### config.mk
export PLATFORM = sky130hd
export DESIGN_NAME = spi_line_master
export DESIGN_NICKNAME = d
export VERILOG_FILES = /design/src/rtl/spi_lm_pkg.sv /design/src/rtl/spi_lm_ctrl.sv /design/src/rtl/spi_lm_datapath.sv /design/src/rtl/spi_line_master.sv
export SDC_FILE = /design/constraint.sdc
export NUM_CORES = 1
export LEC_CHECK = 0
export ABC_AREA = 1
export CAP_MARGIN = 25
export CORE_MARGIN = 2
export CORE_UTILIZATION = 45
export CTS_CLUSTER_DIAMETER = 40
export CTS_CLUSTER_SIZE = 12
export DETAILED_ROUTE_END_ITERATION = 8
export PLACE_DENSITY = 0.68
export SLEW_MARGIN = 20
export SYNTH_ARGS = -nofsm -noshare
export SYNTH_HDL_FRONTEND = slang
export SYNTH_HIERARCHICAL = 1
export SYNTH_SLANG_ARGS = --single-unit
### constraint.sdc
create_clock -name clk -period 2.35 [get_ports clk]
set_input_delay 0.47 -clock clk [delete_from_list [all_inputs] [get_ports clk]]
set_output_delay 0.47 -clock clk [all_outputs]
set_load 0.005 [all_outputs]
### src/rtl/spi_lm_pkg.sv
package spi_lm_pkg;

  typedef enum logic [1:0] {
    LM_DUPLEX  = 2'd0,
    LM_RXONLY  = 2'd1,
    LM_BIDI_TX = 2'd2,
    LM_BIDI_RX = 2'd3
  } lineMode_e;

  // Strobes and selects from control to datapath
  typedef struct packed {
    logic loadShift;  // copy transmit buffer into shift register
    logic sampleBit;  // rising sclk: capture input line
    logic shiftBit;   // falling sclk: advance shift register
    logic storeRx;    // last falling edge: write receive buffer
    logic useMosiIn;  // receive from the shared master-out pin
    logic drive;      // present shift MSB on master-out
  } dpStrobe_t;

  function automatic lineMode_e decodeMode(logic bidi, logic rxOnly, logic outEn);
    if (bidi) return outEn ? LM_BIDI_TX : LM_BIDI_RX;
    return rxOnly ? LM_RXONLY : LM_DUPLEX;
  endfunction

  function automatic logic sendsData(lineMode_e m);
    return (m == LM_DUPLEX) || (m == LM_BIDI_TX);
  endfunction

  function automatic logic takesData(lineMode_e m);
    return m != LM_BIDI_TX;
  endfunction

endpackage

### src/rtl/spi_lm_ctrl.sv
module spi_lm_ctrl
  import spi_lm_pkg::*;
#(
  parameter int WORD_W = 8,
  parameter int DIV_W  = 3
) (
  input  logic             clk,
  input  logic             rstN,
  input  logic             enable,
  input  lineMode_e        liveMode,
  input  logic [DIV_W-1:0] divSel,
  input  logic             txEmpty,
  output dpStrobe_t        strobe,
  output logic             busy,
  output logic             sclk,
  output logic             mosiOe
);
  localparam int CNT_W = (1 << DIV_W) - 1;
  localparam int BIT_W = $clog2(WORD_W);
  localparam logic [BIT_W-1:0] LAST_BIT = BIT_W'(WORD_W - 1);

  logic             running;
  lineMode_e        frameMode;
  logic [CNT_W-1:0] divCnt;
  logic [CNT_W-1:0] halfLast;
  logic [BIT_W-1:0] bitCnt;
  logic             sclkQ;
  logic             wantStart, tick, riseTick, fallTick, lastFall, keepGoing;

  // half period minus one: 2^divSel - 1
  always_comb begin
    for (int i = 0; i < CNT_W; i++) halfLast[i] = (i < int'(divSel));
  end

  assign wantStart = enable && (sendsData(liveMode) ? !txEmpty : 1'b1);
  assign tick      = running && (divCnt == halfLast);
  assign riseTick  = tick && !sclkQ;
  assign fallTick  = tick && sclkQ;
  assign lastFall  = fallTick && (bitCnt == LAST_BIT);
  assign keepGoing = enable && (liveMode == frameMode) &&
                     (sendsData(frameMode) ? !txEmpty : 1'b1);

  always_comb begin
    strobe.loadShift = (!running && wantStart && sendsData(liveMode)) ||
                       (lastFall && keepGoing && sendsData(frameMode));
    strobe.sampleBit = riseTick;
    strobe.shiftBit  = fallTick;
    strobe.storeRx   = lastFall && takesData(frameMode);
    strobe.useMosiIn = (frameMode == LM_BIDI_RX);
    strobe.drive     = running && sendsData(frameMode);
  end

  always_ff @(posedge clk or negedge rstN) begin
    if (!rstN) begin
      running   <= 1'b0;
      frameMode <= LM_DUPLEX;
      divCnt    <= '0;
      bitCnt    <= '0;
      sclkQ     <= 1'b0;
    end else if (!running) begin
      if (wantStart) begin
        running   <= 1'b1;
        frameMode <= liveMode;
        divCnt    <= '0;
        bitCnt    <= '0;
        sclkQ     <= 1'b0;
      end
    end else begin
      divCnt <= tick ? '0 : divCnt + 1'b1;
      if (tick) sclkQ <= ~sclkQ;
      if (fallTick) begin
        if (lastFall) begin
          bitCnt <= '0;
          if (!keepGoing) running <= 1'b0;
        end else begin
          bitCnt <= bitCnt + 1'b1;
        end
      end
    end
  end

  assign busy   = running;
  assign sclk   = sclkQ;
  assign mosiOe = enable && sendsData(liveMode) && !(running && !sendsData(frameMode));

endmodule

### src/rtl/spi_lm_datapath.sv
module spi_lm_datapath
  import spi_lm_pkg::*;
#(
  parameter int WORD_W = 8
) (
  input  logic              clk,
  input  logic              rstN,
  input  dpStrobe_t         strobe,
  input  logic              wrEn,
  input  logic [WORD_W-1:0] txData,
  input  logic              rxRead,
  input  logic              mosiIn,
  input  logic              misoIn,
  output logic              txEmpty,
  output logic              rxFull,
  output logic [WORD_W-1:0] rxData,
  output logic              mosiOut
);
  logic [WORD_W-1:0] txBuf, shiftReg, rxBuf;
  logic              txEmptyQ, rxFullQ, sampled, lineIn;
  logic [WORD_W-1:0] shiftNext;

  assign lineIn    = strobe.useMosiIn ? mosiIn : misoIn;
  assign shiftNext = {shiftReg[WORD_W-2:0], sampled};

  always_ff @(posedge clk or negedge rstN) begin
    if (!rstN) begin
      txBuf    <= '0;
      txEmptyQ <= 1'b1;
    end else begin
      if (strobe.loadShift) txEmptyQ <= 1'b1;
      if (wrEn) begin
        txBuf    <= txData;
        txEmptyQ <= 1'b0;
      end
    end
  end

  always_ff @(posedge clk or negedge rstN) begin
    if (!rstN) begin
      shiftReg <= '0;
      sampled  <= 1'b0;
    end else begin
      if (strobe.sampleBit) sampled <= lineIn;
      if (strobe.loadShift) shiftReg <= txBuf;
      else if (strobe.shiftBit) shiftReg <= shiftNext;
    end
  end

  always_ff @(posedge clk or negedge rstN) begin
    if (!rstN) begin
      rxBuf   <= '0;
      rxFullQ <= 1'b0;
    end else begin
      if (rxRead) rxFullQ <= 1'b0;
      if (strobe.storeRx) begin
        rxBuf   <= shiftNext;
        rxFullQ <= 1'b1;
      end
    end
  end

  assign txEmpty = txEmptyQ;
  assign rxFull  = rxFullQ;
  assign rxData  = rxBuf;
  assign mosiOut = strobe.drive && shiftReg[WORD_W-1];

endmodule

### src/rtl/spi_line_master.sv
module spi_line_master
  import spi_lm_pkg::*;
#(
  parameter int WORD_W = 8,
  parameter int DIV_W  = 3
) (
  input  logic              clk,
  input  logic              rstN,
  input  logic              enable,
  input  logic              bidiMode,
  input  logic              rxOnly,
  input  logic              bidiOutEn,
  input  logic [DIV_W-1:0]  divSel,
  input  logic              txWrite,
  input  logic [WORD_W-1:0] txData,
  output logic              txEmpty,
  input  logic              rxRead,
  output logic [WORD_W-1:0] rxData,
  output logic              rxFull,
  output logic              busy,
  output logic              sclk,
  output logic              mosiOut,
  output logic              mosiOe,
  input  logic              mosiIn,
  input  logic              misoIn
);
  dpStrobe_t strobe;
  lineMode_e liveMode;

  assign liveMode = decodeMode(bidiMode, rxOnly, bidiOutEn);

  spi_lm_ctrl #(.WORD_W(WORD_W), .DIV_W(DIV_W)) u_ctrl (
    .clk(clk), .rstN(rstN), .enable(enable), .liveMode(liveMode),
    .divSel(divSel), .txEmpty(txEmpty), .strobe(strobe), .busy(busy),
    .sclk(sclk), .mosiOe(mosiOe)
  );

  spi_lm_datapath #(.WORD_W(WORD_W)) u_dp (
    .clk(clk), .rstN(rstN), .strobe(strobe), .wrEn(txWrite && enable),
    .txData(txData), .rxRead(rxRead), .mosiIn(mosiIn), .misoIn(misoIn),
    .txEmpty(txEmpty), .rxFull(rxFull), .rxData(rxData), .mosiOut(mosiOut)
  );

endmodule

==> results of run 1 <==
-- through the flow --
| step | cells | TNS, ns | setup WS [ns] | cell area, µm² |
|---|---|---|---|---|
| finish | 379 | 0 | 0.186 | 2720 |
| CTS | 379 | 0 | 0.0337 | 2710 |
| global placement | 371 | -2.90 | -0.220 | 2590 |
| global route | 379 | 0 | 0.00841 | 2720 |
| detailed placement | 371 | -3.15 | -0.237 | 2590 |
| floorplan | 280 | 0 | 0.352 | 2160 |
-- final cells by class --
| class | count | area [µm²] |
|---|---|---|
| Fill cell | 433 | 1940 |
| Sequential cell | 41 | 1030 |
| Multi-Input combinational cell | 189 | 910 |
| Timing Repair Buffer | 44 | 427 |
| Inverter | 43 | 166 |
| Clock buffer | 6 | 82.6 |
| Tap cell | 54 | 67.6 |
| Clock inverter | 2 | 37.5 |
-- sequential cells by signal, indices dropped and copies added (netlist names) --
signal	flops
u_dp/rxData	8
u_ctrl/bitCnt	3
u_dp/txBuf	8
u_ctrl/busy	1
u_dp/sampled	1
u_ctrl/divCnt	7
u_dp/shiftReg	8
u_dp/txEmpty	1
u_ctrl/frameMode	2
u_dp/rxFull	1
u_ctrl/sclk	1
-- placed cells by master (no fill, tap or decap), types with 2 or more instances in the layout --
cell type / n
buf_4: 9
clkbuf_8: 6
clkdlybuf4s50_1: 30
dfrtp_1: 40
dlymetal6s2s_1: 2
ha_1: 3
inv_1: 39
inv_2: 3
nand2_1: 118
nand2_2: 2
nand3_1: 16
nand4_1: 5
nor2_1: 6
nor2_2: 2
nor2_4: 2
nor3_1: 2
o21ai_0: 8
o21ai_1: 6
o22ai_1: 5
xnor2_1: 3
xor2_1: 4
-- power groups by stage --
stage / clock, µW / combinational, µW / sequential, µW
after global routing: 628 / 586 / 961
after detailed placement: 0 / 508 / 958
after CTS: 606 / 514 / 945
after global placement: 0 / 501 / 957
final: 592 / 510 / 948
after floorplan: 0 / 377 / 926
-- critical path, delay by kind of cell --
| family | cells | cell delay [ns] |
|---|---|---|
| compound gates | 2 | 0.29 |
| buf+inv | 4 | 0.89 |
| simple gates | 8 | 0.74 |
-- worst max-delay path by stage --
stage                     cells after the start  startpoint          endpoint
after floorplan                              16   divSel[2]  u_dp/shiftReg[0]
after global placement                       14   divSel[2]  u_dp/shiftReg[7]
after detailed placement                     14   divSel[2]  u_dp/shiftReg[6]
after CTS                                    14   divSel[2]  u_dp/shiftReg[3]
after global routing                         15    bidiMode  u_dp/shiftReg[3]
final                                        14   divSel[0]  u_dp/shiftReg[6]
-- kinds of logic (layout without fill, tap and decap cells) --
logic type,Yosys count,in the layout,synth area share
AO/OA/AOI/OAI,24,24,0.0644
XOR/XNOR,7,7,0.0284
adder cells (fa/ha/maj),3,3,0.0174
buffers and inverters,50,95,0.103
flip-flops,41,41,0.476
AND/OR/NAND/NOR,155,155,0.311
-- layer usage --
metal / vias up / routed length [µm] / global-route usage / share of wire
met4: 0 / 44 / 0.0576 / 0.011
met5: - / 0 / 0 / 0
met2: 39 / 1830 / 0.267 / 0.45
li1: 950 / - / - / -
met3: 4 / 185 / 0.0357 / 0.045
met1: 829 / 2050 / 0.229 / 0.50
-- repair_timing --
action                     CTS  global route
cloned                       0             0
setup endpoints to repair    1            16
resized for setup            1             2
buffers inserted             0             0
==> run_results.csv, run 1 <==
group,metric,value,unit
run_status,status,"complete, no violations",
timing,hold_ws,0.284,ns
grt,grt_antenna_before_repair,0,
power,leakage,0.00146,µW
routing,drt-initial-drc-count,76,
cts,cts_tree,"done",
placement,dpl.hpwl,2.98,mm
routing,drc,0,
worst_setup_path,worstPathArrival,2.40,ns
worst_setup_path,worstSetupStartpointType,"input pin",
worst_setup_path,reg2regPathDepth,14,
synthesis,ys_async_sr_fraction,1.00,
power,clock_power_share,0.289,
synthesis,seq_area_frac_synth,0.476,
worst_setup_path,slowest_stage,"clkdlybuf4s50_1",
worst_setup_path,r2r_start,"u_ctrl/divCnt[3]",
cts,cts.htree.levels,2,
worst_setup_path,max_stage_delay,0.53,ns
cts,clockBufferDepth,2,
routing,first_pass_iters,4,
power,p_seq_frac,0.462,
grt,grt_pass1_vias,1691,
synthesis,yosys_warnings,6,
cts,cts_inserted_buffers,5,
synthesis,ys_types,29,
worst_setup_path,cp.required,2.58,ns
synthesis,avgSynthCellArea,7.71,µm²
routing,wirelength,4.11,mm
timing,worst_pin_slew,0.864,ns
placement,io_buffers,34,
placement,gp_congestion,0.918,
power,power.density,754,nW/µm²
grt,grt_pass1_wl,7.13,mm
grt,grt_max_degree,42,
power,combPwrFrac,0.249,
worst_setup_path,critPathCaptureType,"flip-flop",
die,rows,25,
synthesis,synth.ff_latch_count,41,
routing,ant_nets,0,
grt,track_usage,0.168,
routing,via_per_inst,4.81,
power,p_int,1400,µW
cts,clk_pin_slew,0.08,ns
die,coreArea,4660,µm²
final_layout,syn_to_final_growth,25.9,%
synthesis,ys.flop_type,"dfrtp_1",
synthesis,yosys.area.top_type,"dfrtp_1",
hold_path,hold_path_class,"input pin to async pin",
synthesis,yosysMostFrequentCell,"nand2_1",
cts,clock_latency,0.29,ns
worst_setup_path,crit_fanout,11,
synthesis,synthTopCellsByCount,"nand2_1 (118), dfrtp_1 (40), inv_1 (39), nand3_1 (16), o21ai_0 (8)",
routing,avgRoutedWirePerCell,10.9,µm
die,fp.dieW,73.3,µm
synthesis,synthesis.nets,304,
worst_setup_path,path_class,"input pin to flip-flop",
final_layout,drive_above_1_share,0.105,
die,start_util,0.463,
cts,clock_sinks,41,
power,swShare,0.315,
power,vdd_drop_max,301,µV
routing,num_vias,1822,
timing,setup_viol,0,
timing,hold_violations,0,
synthesis,syn-cell-area,2160,µm²
timing,fin_crit,2.16,ns
synthesis,synth_top_area_frac,0.464,
timing,skew,0.00389,ns
timing,fmax,0.462,GHz
worst_setup_path,worstPathCellList,"clkdlybuf4s50_1 -> inv_1 -> o21ai_1 -> nand2_1 -> nor2_4 -> nand3_4 -> nor2_8 -> nand2_2 -> o21ai_2 -> buf_12 -> nor2_4 -> inv_2 -> nand2_1 -> nand2_1",
synthesis,synthTopCellsByArea,"dfrtp_1 (46%), nand2_1 (21%), inv_1 (6.8%), nand3_1 (3.7%), o21ai_0 (1.9%)",
worst_setup_path,rr_endpoint,"u_dp/shiftReg[6]",
timing,rsz0062_at_grt,"no",
grt,gr-total-overflow,0,
cts,hold_buffers,0,
timing,period_share,0.921,
synthesis,synthCells,280,
die,dieArea,5370,µm²
power,total_power,2050,µW
timing,slew_viol_final,0,
final_layout,nets,348,
power,switching_power,645,µW
final_layout,antennaDiodeCount,0,
die,boundaryPins,35,
worst_setup_path,ff2ff_setup_slack,0.46,ns
timing,slew_headroom,0.424,
job,cap_violations,0,
die,dieHeight,73.3,µm
synthesis,synth-edff-count,0,
cts,clockRootBuffer,"clkbuf_8",
worst_setup_path,cp_common_cell,"nand2_1",
final_layout,utilization,0.583,
Power figures use the tool's default switching activity.
==> inputs of run 2 (changes only) <==
==> constraint.sdc (replaced) <==
create_clock -name clk -period 2.35 [get_ports clk]
set_input_delay 0.235 -clock clk [delete_from_list [all_inputs] [get_ports clk]]
set_output_delay 0.235 -clock clk [all_outputs]
set_load 0.005 [all_outputs]
==> run 2 against run 1 <==
Clock power increased by 17%. Via count decreased by 0.33%. Die area unchanged. Core utilization decreased by 0.51 points. Combinational power about the same. Worst setup slack improved by 0.033 ns. Critical endpoint is now u_dp/shiftReg[7]. Sequential power about the same. Clock skew increased by 0.0041 ns.
==> run_results.csv, run 2 (synthesis results as in run 1) <==
group,metric,value,unit
timing,rsz0062_at_grt,"no",
routing,drc,0,
timing,period_share,0.907,
worst_setup_path,worstPathArrival,2.37,ns
final_layout,syn_to_final_growth,24.8,%
routing,route.met2.wl,1.86,mm
routing,drt-initial-drc-count,131,
power,vdd_drop_max,383,µV
worst_setup_path,worstSetupStartpointType,"input pin",
grt,grt_pass1_wl,7.42,mm
worst_setup_path,r2r_start,"u_ctrl/divCnt[3]",
power,power.density,797,nW/µm²
final_layout,nets,343,
timing,slew_viol_final,0,
cts,clockBufferDepth,2,
worst_setup_path,path_class,"input pin to flip-flop",
cts,clockRootBuffer,"clkbuf_8",
timing,slew_headroom,0.406,
grt,grt_max_degree,42,
final_layout,fill_cells,441,
worst_setup_path,crit_fanout,11,
final_layout,layout_commonest_cell,"nand2_1",
routing,wl_met1,2.06,mm
die,dieHeight,73.3,µm
worst_setup_path,ff2ff_setup_slack,0.42,ns
routing,num_vias,1816,
placement,io_buffers,34,
die,rows,25,
timing,fmax,0.469,GHz
timing,fin_crit,2.13,ns
placement,dpl_cell_area,2560,µm²
placement,gp_congestion,0.924,
cts,hold_buffers,0,
worst_setup_path,critPathCaptureType,"flip-flop",
cts,clock_sinks,41,
cts,clk_pin_slew,0.08,ns
hold_path,hold_path_class,"input pin to async pin",
grt,grt_pass1_vias,1686,
die,dieArea,5370,µm²
final_layout,drive_above_1_share,0.0906,
routing,via_per_inst,4.86,
cts,post_cts.repair.setup_buffers,0,
timing,worst_pin_slew,0.892,ns
worst_setup_path,rr_endpoint,"u_dp/shiftReg[7]",
final_layout,most-common-layout-cells,"nand2_1 (118), dfrtp_1 (40), inv_1 (39)",
cts,cts_tree,"done",
die,boundaryPins,35,
final_layout,final_cells,374,
cts,clock_latency,0.30,ns
cts,cts_inserted_buffers,5,
placement,dpl.hpwl,3.00,mm
final_layout,antennaDiodeCount,0,
worst_setup_path,cp.required,2.59,ns
power,total_power,2150,µW
run_status,status,"complete, no violations",
routing,avgRoutedWirePerCell,11.4,µm
grt,track_usage,0.180,
grt,gr-total-overflow,0,
die,fp.dieW,73.3,µm
cts,cts_resized,0,
timing,hold_violations,0,
timing,setup_viol,0,
placement,place_inst,366,
routing,first_pass_iters,4,
worst_setup_path,reg2regPathDepth,14,
die,start_util,0.463,
routing,top_layer,"met4",
job,cap_violations,0,
final_layout,utilization,0.578,
final_layout,final_area,2690,µm²
die,coreArea,4660,µm²
power,leakage,0.00143,µW
routing,ant_nets,0,
grt,grt_antenna_before_repair,0,
routing,route.met3.wl,225,µm
routing,wirelength,4.25,mm
cts,cts.htree.levels,2,
timing,skew,0.00801,ns
==> run 2: area by class of cell <==
class / instances / area (µm²) / area share
clock inverter: 3 / 68.8 / 0.0255
timing repair buffer: 39 / 385 / 0.143
clock buffer: 5 / 68.8 / 0.0255
sequential: 41 / 1030 / 0.381
multi-input combinational: 189 / 910 / 0.338
inverter: 43 / 166 / 0.0618
tap: 54 / 67.6 / 0.0251
==> run 2: through the flow <==
step	setup WS (ns)	TNS (ns)	hold WS (ns)
finish	0.218	0	0.0541
global route	0.109	0	0.125
detailed placement	-0.0731	-0.483	0.414
floorplan	0.540	0	-0.0606
global placement	-0.00220	-0.00220	0.406
CTS	0.228	0	0.0880
==> run 2: per-layer routing <==
layer  GRT usage  vias to the layer above
met2       0.275                       53
met1       0.246                      811
li1            -                      941
met3      0.0412                       11
met4      0.0741                        0
met5           0                        -
==> run 2: critical path, stage by stage <==
cell and delay (ns):
clkdlybuf4s50_1 0.63, nand2_1 0.14, nand3_1 0.14, nand3_1 0.15
nor2_4 0.15, nand3_4 0.12, nor2_8 0.11, nand2_2 0.07
o21ai_2 0.16, buf_12 0.15, nor2_4 0.06, inv_2 0.11
nand2_1 0.06, nand2_1 0.06
==> run 2: worst max-delay path by stage <==
stage | slack, ns | end | start
final | 0.22 | u_dp/shiftReg[7] | divSel[2]
after global routing | 0.11 | u_dp/shiftReg[7] | divSel[2]
after CTS | 0.23 | u_dp/shiftReg[7] | divSel[2]
after detailed placement | -0.07 | u_dp/shiftReg[3] | divSel[2]
after global placement | -0.002 | u_dp/shiftReg[7] | divSel[2]
after floorplan | 0.54 | u_dp/shiftReg[0] | u_ctrl/divCnt[3]
==> run 2: where the power goes <==
| group | switching [µW] | internal [µW] | leakage [µW] |
|---|---|---|---|
| logic | 284 | 227 | 0.000826 |
| clock network | 262 | 428 | 0.0000687 |
| registers | 118 | 828 | 0.000530 |
| total | 664 | 1480 | 0.00143 |
